`src/rtl/alu_dp_pkg.sv`:
```
package alu_dp_pkg;

  localparam int unsigned DATA_W = 32;
  localparam int unsigned OPC_W  = 4;
  localparam int unsigned FLAG_W = 4;

  // flag bit positions inside {N,Z,C,V}
  localparam int unsigned FLAG_N = 3;
  localparam int unsigned FLAG_Z = 2;
  localparam int unsigned FLAG_C = 1;
  localparam int unsigned FLAG_V = 0;

  typedef enum logic [OPC_W-1:0] {
    OP_AND = 4'b0000, OP_EOR = 4'b0001, OP_SUB = 4'b0010, OP_RSB = 4'b0011,
    OP_ADD = 4'b0100, OP_ADC = 4'b0101, OP_SBC = 4'b0110, OP_RSC = 4'b0111,
    OP_TST = 4'b1000, OP_TEQ = 4'b1001, OP_CMP = 4'b1010, OP_CMN = 4'b1011,
    OP_ORR = 4'b1100, OP_MOV = 4'b1101, OP_BIC = 4'b1110, OP_MVN = 4'b1111
  } aluOp_e;

  typedef enum logic [1:0] { CIN_ZERO, CIN_ONE, CIN_FLAG } carryIn_e;
  typedef enum logic [1:0] { LG_AND, LG_EOR, LG_ORR, LG_PASS } logicSel_e;

  typedef struct packed {
    logic      useArith;
    logic      invRn;
    logic      invOp2;
    carryIn_e  cinMode;
    logicSel_e logicSel;
    logic      writeRes;
    logic      forceFlags;
  } aluCtrl_t;

endpackage

```
`src/rtl/alu_dp_ctrl.sv`:
```
module alu_dp_ctrl
  import alu_dp_pkg::*;
(
  input  logic [OPC_W-1:0] opcode,
  output aluCtrl_t         ctrl
);

  always_comb begin
    ctrl            = '0;
    ctrl.cinMode    = CIN_ZERO;
    ctrl.logicSel   = LG_PASS;
    ctrl.writeRes   = (opcode[3:2] != 2'b10);
    ctrl.forceFlags = (opcode[3:2] == 2'b10);
    unique case (aluOp_e'(opcode))
      OP_ADD, OP_CMN: ctrl.useArith = 1'b1;
      OP_ADC: begin
        ctrl.useArith = 1'b1;
        ctrl.cinMode  = CIN_FLAG;
      end
      OP_SUB, OP_CMP: begin
        ctrl.useArith = 1'b1;
        ctrl.invOp2   = 1'b1;
        ctrl.cinMode  = CIN_ONE;
      end
      OP_RSB: begin
        ctrl.useArith = 1'b1;
        ctrl.invRn    = 1'b1;
        ctrl.cinMode  = CIN_ONE;
      end
      OP_SBC: begin
        ctrl.useArith = 1'b1;
        ctrl.invOp2   = 1'b1;
        ctrl.cinMode  = CIN_FLAG;
      end
      OP_RSC: begin
        ctrl.useArith = 1'b1;
        ctrl.invRn    = 1'b1;
        ctrl.cinMode  = CIN_FLAG;
      end
      OP_AND, OP_TST: ctrl.logicSel = LG_AND;
      OP_EOR, OP_TEQ: ctrl.logicSel = LG_EOR;
      OP_ORR:         ctrl.logicSel = LG_ORR;
      OP_BIC: begin
        ctrl.logicSel = LG_AND;
        ctrl.invOp2   = 1'b1;
      end
      OP_MOV:         ctrl.logicSel = LG_PASS;
      OP_MVN: begin
        ctrl.logicSel = LG_PASS;
        ctrl.invOp2   = 1'b1;
      end
      default: ctrl.logicSel = LG_PASS;
    endcase
  end

endmodule

```
`src/rtl/alu_dp_datapath.sv`:
```
module alu_dp_datapath
  import alu_dp_pkg::*;
(
  input  aluCtrl_t          ctrl,
  input  logic [DATA_W-1:0] rnVal,
  input  logic [DATA_W-1:0] op2Val,
  input  logic              setFlags,
  input  logic              shCarry,
  input  logic [FLAG_W-1:0] flagsIn,
  output logic [DATA_W-1:0] resNext,
  output logic [FLAG_W-1:0] flagsNext
);

  localparam int unsigned SUM_W = DATA_W + 1;

  logic [DATA_W-1:0] opA;
  logic [DATA_W-1:0] opB;
  logic              carryIn;
  logic [SUM_W-1:0]  sumWide;
  logic [DATA_W-1:0] logicRes;
  logic              arithV;
  logic              doUpdate;

  assign opA = ctrl.invRn  ? ~rnVal  : rnVal;
  assign opB = ctrl.invOp2 ? ~op2Val : op2Val;

  always_comb begin
    unique case (ctrl.cinMode)
      CIN_ONE:  carryIn = 1'b1;
      CIN_FLAG: carryIn = flagsIn[FLAG_C];
      default:  carryIn = 1'b0;
    endcase
  end

  assign sumWide = {1'b0, opA} + {1'b0, opB} + {{DATA_W{1'b0}}, carryIn};
  assign arithV  = (opA[DATA_W-1] == opB[DATA_W-1]) &&
                   (sumWide[DATA_W-1] != opA[DATA_W-1]);

  always_comb begin
    unique case (ctrl.logicSel)
      LG_AND:  logicRes = rnVal & opB;
      LG_EOR:  logicRes = rnVal ^ opB;
      LG_ORR:  logicRes = rnVal | opB;
      default: logicRes = opB;
    endcase
  end

  assign resNext  = ctrl.useArith ? sumWide[DATA_W-1:0] : logicRes;
  assign doUpdate = ctrl.forceFlags | setFlags;

  always_comb begin
    flagsNext = flagsIn;
    if (doUpdate) begin
      flagsNext[FLAG_N] = resNext[DATA_W-1];
      flagsNext[FLAG_Z] = (resNext == '0);
      flagsNext[FLAG_C] = ctrl.useArith ? sumWide[DATA_W] : shCarry;
      flagsNext[FLAG_V] = ctrl.useArith ? arithV : flagsIn[FLAG_V];
    end
  end

endmodule

```
`src/rtl/alu_dp_top.sv`:
```
module alu_dp_top
  import alu_dp_pkg::*;
(
  input  logic              clk,
  input  logic              rst,
  input  logic [DATA_W-1:0] rnVal,
  input  logic [DATA_W-1:0] op2Val,
  input  logic [OPC_W-1:0]  opcode,
  input  logic              setFlags,
  input  logic              shCarry,
  input  logic [FLAG_W-1:0] flagsIn,
  output logic [DATA_W-1:0] result,
  output logic              writeEn,
  output logic [FLAG_W-1:0] flagsOut
);

  aluCtrl_t          ctrl;
  logic [DATA_W-1:0] resNext;
  logic [FLAG_W-1:0] flagsNext;

  alu_dp_ctrl u_ctrl (
    .opcode (opcode),
    .ctrl   (ctrl)
  );

  alu_dp_datapath u_dp (
    .ctrl      (ctrl),
    .rnVal     (rnVal),
    .op2Val    (op2Val),
    .setFlags  (setFlags),
    .shCarry   (shCarry),
    .flagsIn   (flagsIn),
    .resNext   (resNext),
    .flagsNext (flagsNext)
  );

  always_ff @(posedge clk) begin
    if (rst) begin
      result   <= '0;
      writeEn  <= 1'b0;
      flagsOut <= '0;
    end else begin
      result   <= resNext;
      writeEn  <= ctrl.writeRes;
      flagsOut <= flagsNext;
    end
  end

endmodule

```
`config.mk`:
```
export PLATFORM = sky130hd
export DESIGN_NAME = alu_dp_top
export DESIGN_NICKNAME = d
export VERILOG_FILES = /design/src/rtl/alu_dp_pkg.sv /design/src/rtl/alu_dp_ctrl.sv /design/src/rtl/alu_dp_datapath.sv /design/src/rtl/alu_dp_top.sv
export SDC_FILE = /design/constraint.sdc
export NUM_CORES = 1
export LEC_CHECK = 0
export BUFFER_PORTS_ARGS = -buffer_cell sky130_fd_sc_hd__buf_2
export CORE_ASPECT_RATIO = 0.6
export CORE_MARGIN = 10
export CORE_UTILIZATION = 35
export DETAILED_ROUTE_END_ITERATION = 8
export PLACE_DENSITY = 0.59
export RECOVER_POWER = 50
export REMOVE_ABC_BUFFERS = 1
export SLEW_MARGIN = 20
export SYNTH_ARGS = -nofsm -noshare
export SYNTH_HDL_FRONTEND = slang
export SYNTH_HIERARCHICAL = 1
export SYNTH_SLANG_ARGS = --single-unit
export TNS_END_PERCENT = 5
```
`constraint.sdc`:
```
create_clock -name clk -period 5.4 [get_ports clk]
set_input_delay 0.27 -clock clk [delete_from_list [all_inputs] [get_ports clk]]
set_output_delay 0.27 -clock clk [all_outputs]
set_load 0.01 [all_outputs]
```
==> impl_metrics.tcl <==
set metrics [dict create \
    synthAdderAreaFrac_pct 19.9 \
    wl_um 20000 \
    clkTransAtPathRegs_ns 0.06 \
    post_drt_via_cell_ratio 5.25 \
    vias 5815 \
    wire_per_inst_um 18.0 \
    antenna_left 0 \
    synth_cells 776 \
    power.leakage_nw 3.48 \
    cp-end-kind "register" \
    grt_usage_pct 16.6 \
    final_cells 1107 \
    cts_buffers 5 \
    synth_compound_area_share_pct 17.1 \
    synth_edf_count 0 \
    grt_max_degree 38 \
    hold_violations 0 \
    min_period_ns 4.76 \
    post_cts_buffers 0 \
    critPathMaxStageDelay_ns 0.49 \
    worst_pin_slew_ns 1.83 \
    critPathTopFamily "compound AO/OA/AOI/OAI gates" \
    drc 0 \
    post-place-cells 1098 \
    io_pins 113 \
    fin_area_um2 7170 \
    ir_drop_mv 0.114 \
    violations "max-capacitance violations, max-slew violations" \
    cts_root_buf "clkbuf_16" \
    finalCritPeriodShare_pct 88.2 \
    final_nets 1046 \
    cp_common_cell "a21oi_1" \
    path_cells "buf_2, nand2b_1, a21oi_1, inv_1, ha_1, a21oi_1, nor2_1, fa_1, fa_1, a21o_1, a221o_1, a21oi_1, o211ai_1, a311oi_1, nand4b_1, or4_1, nor4_1, nand4b_1, nand2_1, and2b_2" \
    synth_mux_area_share_pct 12.3 \
    placed_area_um2 7080 \
    crit_fanout 5 \
    drive_gt1_share_pct 16.7 \
    globalRoute.totalOverflow 0 \
    grt_pass1_vias 5556 \
    synth_top_area_cell "ha_1" \
    drv_slew 38 \
    cts_tree "done" \
    outcome "finished, violations left" \
    whs_ns 0.310 \
    synth_xor_area_share_pct 12.0 \
    core_um2 17400 \
    critPathSlowestCell "fa_1" \
    worst-path-buf-inv 2 \
    startpoint "opcode[2]" \
    dieArea_um2 23900 \
    initial_core_util_pct 36.2 \
    netlist_area_um2 6300 \
    synthSimpleGateAreaFrac_pct 17.7 \
    hold_path.startpoint "flagsIn[0]" \
    rows 37 \
    areaGrowthSynthToFinish_pct 14.0 \
    gp_congestion 0.971 \
    ys_top_cells_by_area "ha_1, dfxtp_1, mux4_2" \
    slew_headroom_pct -22.1 \
    grt_pass1_wl_um 31700 \
    yosys_warnings 6 \
    hpwl_um 16300 \
    io_buffers 112 \
    clockBufferDepth 2 \
    path_class "input pin to register" \
    start_kind "input pin" \
    power_density_nw_per_um2 237 \
    cts_hold_buf 0 \
    synth_top_area_share_pct 19.3 \
    yosysUniqueCellTypes 73 \
    synth_seq_cells 37 \
    tns_ns 0 \
    hold_class "input pin to register" \
    max_freq_ghz 0.210 \
    cp.required_ns 5.64 \
    cp.arrival_ns 5.00 \
    synth-seq-area-share_pct 11.8 \
    rsz0062_at_grt "no" \
    cts.sinks 37 \
    ys_async_sr_fraction_pct 0 \
    synth_top_family_by_area "adder cells" \
    antenna_found_initial 2 \
    die_h_um 124 \
    syn_avg_cell_area_um2 8.11 \
    dr.pass1.iters 5 \
    fp.dieW_um 193 \
    cts-resized-gates 0 \
    drt-initial-drc-count 532 \
    h-tree-depth 2 \
    n_fill_cell 1870 \
    power_mw 1.70 \
    setup_violations 0 \
    maxCapViolCount 1 \
    synthFlopType "dfxtp_1" \
]
## cell families (layout without fill, tap and decap cells)
| kind of cell | count (synthesis) | count (layout) |
|---|---|---|
| AOI/OAI and AO/OA | 161 | 161 |
| other | 0 | 1 |
| xor gates and xnor gates | 81 | 81 |
| buffers and inverters | 141 | 237 |
| muxes | 43 | 43 |
| and+or+nand+nor | 214 | 214 |
| adders and majority gates | 99 | 99 |
| DFF | 37 | 37 |
## cell type report
cell class	instances	area (um2)	share of cell area, %
Sequential cell	37	741	10.3
Clock buffer	5	125	1.74
Multi-Input combinational cell	598	4980	69.5
Inverter	105	394	5.49
Clock inverter	3	17.5	0.244
Tap cell	234	293	4.08
Antenna cell	1	2.50	0.0349
Timing Repair Buffer	124	617	8.60
## power breakdown
group	internal, mW	switching, mW
sequential	0.317	0.0118
combinational	0.434	0.630
clock	0.170	0.138
total	0.921	0.779
## worst paths after layout
check                 cells after the start  slack (ns)                endpoint
worst min-delay path                      4        0.31  flagsOut[0]$_SDFF_PP0_
worst max-delay path                     20        0.64  flagsOut[2]$_SDFF_PP0_
## layout by cell type (no fill, tap or decap), drive strengths merged, types with 33 or more instances in the layout
cell / instances
buf: 87
inv: 104
clkbuf: 42
nor2: 35
nor2b: 33
a21oi: 47
ha: 97
dfxtp: 37
xor2: 68
nand2: 61
## synth_stat cells (6+ instances only)
cell,instances
xor2_1,68
buf_1,7
and2_1,9
dfxtp_1,37
buf_2,9
inv_1,104
a21oi_1,47
buf_6,6
and2b_2,7
o21a_1,10
a21o_1,8
nand2b_1,8
xnor2_1,10
nor2_1,35
nand2_1,60
ha_1,97
nand4_1,12
a311oi_1,6
clkbuf_1,13
o21ai_0,28
nor3_1,15
mux2i_1,13
nor2b_1,33
nand3_1,9
mux4_2,27
## metrics by stage
step | utilization, % | worst slack, ns
after detailed placement | 40.6 | 0.458
after floorplan | - | -1.03
after CTS | 41.5 | 0.764
final | 41.2 | 0.640
after global placement | 40.6 | 0.518
after global routing | 41.2 | 0.310
## state kept, by name, indices dropped and copies added (netlist names)
signal    flops
flagsOut      4
result       32
writeEn       1
## routing by layer
metal | GRT usage [%] | routed length (um)
met1 | 26.6 | 11000
met2 | 21.5 | 7180
met3 | 4.24 | 1750
met4 | 1.48 | 65
met5 | 0 | 28
No activity file was read; power rests on OpenSTA's default activity.
